[config.mk]
export PLATFORM = sky130hd
export DESIGN_NAME = hcmp_unit
export DESIGN_NICKNAME = d
export VERILOG_FILES = /design/src/rtl/hcmp_pkg.sv /design/src/rtl/hcmp_pred_decode.sv /design/src/rtl/hcmp_lane.sv /design/src/rtl/hcmp_unit.sv
export SDC_FILE = /design/constraint.sdc
export NUM_CORES = 2
export LEC_CHECK = 0
export BUFFER_PORTS_ARGS = -buffer_cell sky130_fd_sc_hd__buf_2
export CAP_MARGIN = 20
export CORE_AREA = 4 4 431 433
export CTS_CLUSTER_SIZE = 16
export DETAILED_ROUTE_END_ITERATION = 8
export DIE_AREA = 0 0 435 437
export GPL_TIMING_DRIVEN = 0
export PLACE_DENSITY = 0.44
export SETUP_SLACK_MARGIN = 0.15
export SYNTH_ARGS = -nofsm -noshare
export SYNTH_HDL_FRONTEND = slang
export SYNTH_HIERARCHICAL = 1
export SYNTH_SLANG_ARGS = --single-unit
[constraint.sdc]
create_clock -name clk -period 1.31 [get_ports clk]
set_input_delay 0.0655 -clock clk [delete_from_list [all_inputs] [get_ports clk]]
set_output_delay 0.0655 -clock clk [all_outputs]
set_load 0.01 [all_outputs]
[src/rtl/hcmp_pkg.sv]
package hcmp_pkg;
    localparam int EXP_W  = 5;
    localparam int MAN_W  = 10;
    localparam int ELEM_W = 1 + EXP_W + MAN_W;

    // Decoded predicate: which outcome classes report true, and quiet-NaN policy
    typedef struct packed {
        logic on_unord;
        logic on_gt;
        logic on_eq;
        logic on_lt;
        logic signaling;
    } pred_sel_t;
endpackage

[src/rtl/hcmp_pred_decode.sv]
module hcmp_pred_decode
    import hcmp_pkg::*;
(
    input  logic [7:0] imm,
    output pred_sel_t  sel
);
    logic [3:0] rel;   // {unord, gt, eq, lt}

    always_comb begin
        unique case (imm[3:0])
            4'd0:  rel = 4'b0010;
            4'd1:  rel = 4'b0001;
            4'd2:  rel = 4'b0011;
            4'd3:  rel = 4'b1000;
            4'd4:  rel = 4'b1101;
            4'd5:  rel = 4'b1110;
            4'd6:  rel = 4'b1100;
            4'd7:  rel = 4'b0111;
            4'd8:  rel = 4'b1010;
            4'd9:  rel = 4'b1001;
            4'd10: rel = 4'b1011;
            4'd11: rel = 4'b0000;
            4'd12: rel = 4'b0101;
            4'd13: rel = 4'b0110;
            4'd14: rel = 4'b0100;
            default: rel = 4'b1111;
        endcase
    end

    assign sel.on_unord  = rel[3];
    assign sel.on_gt     = rel[2];
    assign sel.on_eq     = rel[1];
    assign sel.on_lt     = rel[0];
    // Base signaling sense for codes where the low two bits differ; bit 4 flips it
    assign sel.signaling = (imm[1] ^ imm[0]) ^ imm[4];
endmodule

[src/rtl/hcmp_lane.sv]
module hcmp_lane
    import hcmp_pkg::*;
(
    input  logic [ELEM_W-1:0] a,
    input  logic [ELEM_W-1:0] b,
    input  pred_sel_t         sel,
    input  logic              active,
    output logic              hit,
    output logic              inv,
    output logic              den
);
    localparam int MAG_W = EXP_W + MAN_W;

    logic a_nan, b_nan, a_snan, b_snan, a_sub, b_sub, both_zero, unord;
    logic lt, eq, gt, mag_lt;

    assign a_nan  = (&a[MAG_W-1:MAN_W]) && (|a[MAN_W-1:0]);
    assign b_nan  = (&b[MAG_W-1:MAN_W]) && (|b[MAN_W-1:0]);
    assign a_snan = a_nan && !a[MAN_W-1];
    assign b_snan = b_nan && !b[MAN_W-1];
    assign a_sub  = (~|a[MAG_W-1:MAN_W]) && (|a[MAN_W-1:0]);
    assign b_sub  = (~|b[MAG_W-1:MAN_W]) && (|b[MAN_W-1:0]);
    assign both_zero = (~|a[MAG_W-1:0]) && (~|b[MAG_W-1:0]);
    assign unord  = a_nan || b_nan;
    assign mag_lt = a[MAG_W-1:0] < b[MAG_W-1:0];

    always_comb begin
        lt = 1'b0;
        eq = 1'b0;
        gt = 1'b0;
        if (both_zero) begin
            eq = 1'b1;
        end else if (a[ELEM_W-1] != b[ELEM_W-1]) begin
            lt = a[ELEM_W-1];
            gt = b[ELEM_W-1];
        end else if (a[MAG_W-1:0] == b[MAG_W-1:0]) begin
            eq = 1'b1;
        end else begin
            lt = a[ELEM_W-1] ? !mag_lt : mag_lt;
            gt = !lt;
        end
    end

    assign hit = active && (unord ? sel.on_unord
                                  : ((lt && sel.on_lt) || (eq && sel.on_eq) || (gt && sel.on_gt)));
    assign inv = active && (a_snan || b_snan || (sel.signaling && unord));
    assign den = active && (a_sub || b_sub);
endmodule

[src/rtl/hcmp_unit.sv]
module hcmp_unit
    import hcmp_pkg::*;
#(
    parameter int NUM_LANES = 32
) (
    input  logic                        clk,
    input  logic                        rst_n,
    input  logic                        in_valid,
    input  logic [7:0]                  imm,
    input  logic [1:0]                  vlen,
    input  logic                        use_wmask,
    input  logic [NUM_LANES-1:0]        wmask,
    input  logic                        bcast,
    input  logic                        suppress_exc,
    input  logic [NUM_LANES*16-1:0]     src_a,
    input  logic [NUM_LANES*16-1:0]     src_b,
    output logic                        out_valid,
    output logic [NUM_LANES-1:0]        out_mask,
    output logic                        out_invalid,
    output logic                        out_denormal
);
    localparam int Q_LANES = NUM_LANES / 4;
    localparam int H_LANES = NUM_LANES / 2;
    localparam int CNT_W   = $clog2(NUM_LANES + 1);

    pred_sel_t             sel;
    logic [CNT_W-1:0]      lane_cnt;
    logic [NUM_LANES-1:0]  hit, inv, den;
    logic                  quiet_exc;

    hcmp_pred_decode u_dec (.imm(imm), .sel(sel));

    always_comb begin
        unique case (vlen)
            2'd0:    lane_cnt = CNT_W'(Q_LANES);
            2'd1:    lane_cnt = CNT_W'(H_LANES);
            default: lane_cnt = CNT_W'(NUM_LANES);
        endcase
    end

    assign quiet_exc = suppress_exc && vlen[1];

    for (genvar j = 0; j < NUM_LANES; j++) begin : g_lane
        logic [ELEM_W-1:0] b_el;
        logic              lane_on;
        assign b_el    = bcast ? src_b[ELEM_W-1:0] : src_b[j*ELEM_W +: ELEM_W];
        assign lane_on = (CNT_W'(j) < lane_cnt) && (!use_wmask || wmask[j]);
        hcmp_lane u_lane (
            .a      (src_a[j*ELEM_W +: ELEM_W]),
            .b      (b_el),
            .sel    (sel),
            .active (lane_on),
            .hit    (hit[j]),
            .inv    (inv[j]),
            .den    (den[j])
        );
    end

    always_ff @(posedge clk or negedge rst_n) begin
        if (!rst_n) begin
            out_valid    <= 1'b0;
            out_mask     <= '0;
            out_invalid  <= 1'b0;
            out_denormal <= 1'b0;
        end else begin
            out_valid <= in_valid;
            if (in_valid) begin
                out_mask     <= hit;
                out_invalid  <= (|inv) && !quiet_exc;
                out_denormal <= (|den) && !quiet_exc;
            end
        end
    end

    p_upper_zero_r8: assert property (@(posedge clk) disable iff (!rst_n)
        (out_valid && $past(vlen) == 2'd0) |-> (out_mask[NUM_LANES-1:Q_LANES] == '0));

    p_wmask_gate_r6: assert property (@(posedge clk) disable iff (!rst_n)
        (out_valid && $past(use_wmask)) |-> ((out_mask & ~$past(wmask)) == '0));

    p_suppress_r10: assert property (@(posedge clk) disable iff (!rst_n)
        (out_valid && $past(suppress_exc) && $past(vlen[1])) |-> (!out_invalid && !out_denormal));

    p_hold_r11: assert property (@(posedge clk) disable iff (!rst_n)
        !$past(in_valid) |-> ($stable(out_mask) && $stable(out_invalid) && $stable(out_denormal)));

    p_latency_r11: assert property (@(posedge clk) disable iff (!rst_n)
        in_valid |=> out_valid);
endmodule

==> impl_results.md <==
- Max Cap Viol: 0
- DP Area: 39100 um2
- Final hold vios: 0
- Unrepaired setup endpoints after global routing: true
- Vias in the first global route: 38174
- Mapped Cells: 4229
- Post-synthesis register bit count: 35
- Post-synth EDFFs: 0
- Worst slew margin: 0.249
- Placed cells: 7734
- Final std cells w/o fill: 7985
- Fin area: 43900 um2
- Final Setup Violations: 34
- Worst-Margin Slew: 1.12 ns
- Layout cells sized above 1: 0.413
- IO Port Bufs: 1102
- Critical-path maximum fanout: 10
- GR Util All Layers: 0.217
- Worst min-delay path class: in2async
- Crit path time final: 3.49 ns
- Clock tree root buffer cell: clkbuf_16
- Power density over the cells: 453 nW/um2
- Iteration-0 DRC Markers: 2279
- Synth cell types: 45
- Nets: 7079
- P_int: 0.00854 W
- CP startpoint kind: input port
- Status: complete, but fails checks
- Htree depth: 2
- Register Area: 876 um2
- Flop pwr share: 0.070
- Num CTS Buffers: 5
- Crit Path Category: in2reg
- Worst r2r src: out_mask[13]
- Sw Share: 0.571
- Final core occ: 0.241
- DRC viols: 0
- Worst endpoint required time: 1.55 ns
- Fillcell total: 20519
- Antenna Nets Post-Route: 0
- Async SR Flop Fraction: 1.00
- Congestion Overflow GR: 0
- Via Count: 38291
- Syn nets: 5784
- Yosys warning count: 6
- Pins Over Slew Limit: 0
- Crit path arrival time: 3.73 ns
- DP HPWL: 186000 um
- DR pass1 iterations: 5
- DR WL/cell: 27.6 um
- Max Freq: 286 MHz
- Reported leakage power: 21.3 nW
- Failing checks: setup timing
- Ports: 1107
- Comb pwr share: 0.845
- Mean number of vias per cell: 4.80
- Worst setup margin: -2.18 ns
- Clk_lat worst skew: 0.36 ns
- Row cnt: 157
- Area growth, synth to finish: 49.5%
- Final period util: 2.67
- R2R Setup Slk: 0.49 ns
- Final GP Congestion: 0.949
- Mapped Area: 29400 um2
- Clock transition at path regs: 0.10 ns
- Sequential element share of the synthesized area: 0.0298
- DIE WIDTH: 435 um
- Clock power share: 0.085
- Detailed Route WL: 220000 um
- Sw power: 0.0114 W
- Top_reg_cell synth: dfrtp_1
- Starting density of the core: 0.161
- Initial antenna violation count: 117
- Clock Skew: 0 ns
- Multi-input logic area: 26700 um2
- Clock Sinks: 35
- R2r endpoint: out_mask[13]
- Setup crit end kind: flip-flop
- R2R cell count: 1
- CTS tree: yes
- VDD IR max: 0.492 mV
- First-pass GRT wire length: 293000 um
- Die Y: 437 um
- Core area: 182000 um2
- Die Area: 190000 um2
- Largest net degree at the start of global routing: 33
- Maximum clock path buffer count: 2
- Syn_area_per_cell: 6.95 um2
-- worst max-delay path by stage --
stage,startpoint,endpoint,slack (ns),depth (start not counted)
after floorplan,bcast,out_mask[29],-1.26,15
after global placement,imm[2],out_mask[8],-6.18,6
after detailed placement,bcast,out_denormal,-3.89,14
after CTS,bcast,out_denormal,-2.31,15
after global routing,bcast,out_invalid,-2.27,18
final,bcast,out_invalid,-2.18,14
-- per-stage QoR --
stage	setup TNS, ns	power, W	hold WS [ns]	worst slack, ns
floorplan	-42.17	0.00944	-0.230	-1.26
global placement	-211.54	0.0158	0.252	-6.18
detailed placement	-85.48	0.0162	-0.100	-3.89
CTS	-53.29	0.0193	0.0348	-2.31
global route	-58.63	0.0215	0.0612	-2.27
finish	-55.43	0.0199	0.0717	-2.18
-- cells in the mapped netlist (34+ instances only) --
library cell / number / area share
nand4_1: 132 / 0.028
dfrtp_1: 35 / 0.030
xnor2_1: 34 / 0.010
nor2_1: 131 / 0.017
inv_1: 1132 / 0.14
a211oi_1: 96 / 0.025
nand2_1: 100 / 0.013
o21ai_0: 648 / 0.11
or4_1: 96 / 0.025
or4_4: 96 / 0.037
a21oi_1: 272 / 0.046
nand3_1: 96 / 0.016
clkbuf_1: 52 / 0.0066
nor4_4: 96 / 0.069
ha_1: 483 / 0.21
a21boi_0: 40 / 0.010
nor3_1: 128 / 0.022
-- sequential cells by signal (all words and copies together) (netlist names) --
signal,flops
out_mask,32
out_valid,1
out_denormal,1
out_invalid,1
-- repair_timing --
item | 4_1_cts | 5_1_grt
buffers inserted | 117 | 47
endpoints found under the hold margin | 36 | 0
pin swaps | 124 | 104
endpoints found under the setup margin | 35 | 34
hold buffers | 2 | 0
cloned | 1 | 1
resized for setup | 434 | 247
-- layout make-up --
class | count | share of cell area
clock buffers | 5 | 0.00285
diodes | 75 | 0.00427
inverters | 1132 | 0.0969
repair buffers | 1288 | 0.171
clock inverters | 3 | 0.000456
flip-flops and latches | 35 | 0.0199
multi-input cells | 2948 | 0.609
well taps | 2385 | 0.0679
plain buffers | 114 | 0.0275
-- kinds of logic after synthesis --
group,synth area share
AND/OR/NAND/NOR,0.302
flip-flops,0.0298
multiplexers,0.0126
adder cells (fa/ha/maj),0.206
AO/OA/AOI/OAI,0.269
buffers and inverters,0.170
XOR/XNOR,0.0107
-- power groups by stage --
stage / logic [W] / clock network [W] / registers [W]
2_1_floorplan: 0.00792 / 0 / 0.00151
3_3_place_gp: 0.0144 / 0 / 0.00141
3_5_place_dp: 0.0148 / 0 / 0.00142
4_1_cts: 0.0160 / 0.00184 / 0.00140
5_1_grt: 0.0183 / 0.00181 / 0.00143
6_report: 0.0168 / 0.00169 / 0.00140
-- critical path, cell delays in order --
cell,delay [ns]
buf_16,0.12
buf_4,0.15
buf_4,0.23
clkbuf_4,0.32
o21ai_1,0.16
or4_1,0.58
nor4_4,0.36
nor3_1,0.11
o21ai_0,0.10
a21boi_1,0.18
nor4_4,0.51
nand4_1,0.50
nor2_1,0.22
o22ai_1,0.10
-- placed cells by master, fill, tap and decap left out, types with 33 or more instances in the layout --
master / n
inv_1: 1095
buf_2: 1093
ha_1: 435
o21ai_0: 377
a21oi_1: 263
o21ai_2: 162
buf_4: 147
nand4_1: 132
nor3_1: 123
nor4_4: 119
nor2_1: 118
o21ai_1: 104
or4_4: 103
nand2_1: 99
nand3_1: 90
or4_1: 89
diode_2: 75
a211oi_1: 60
buf_12: 49
ha_4: 47
o21ai_4: 45
nand3_2: 37
a211oi_2: 36
inv_2: 35
dfrtp_1: 35
xnor2_1: 33
-- metal layers --
layer | global-route usage | up-vias | wire [um]
li1 | - | 17752 | -
met1 | 0.263 | 18725 | 90600
met2 | 0.380 | 1421 | 107000
met3 | 0.0378 | 367 | 12100
met4 | 0.0815 | 26 | 10000
met5 | 0 | - | 158
No activity file was read; power rests on OpenSTA's default activity.
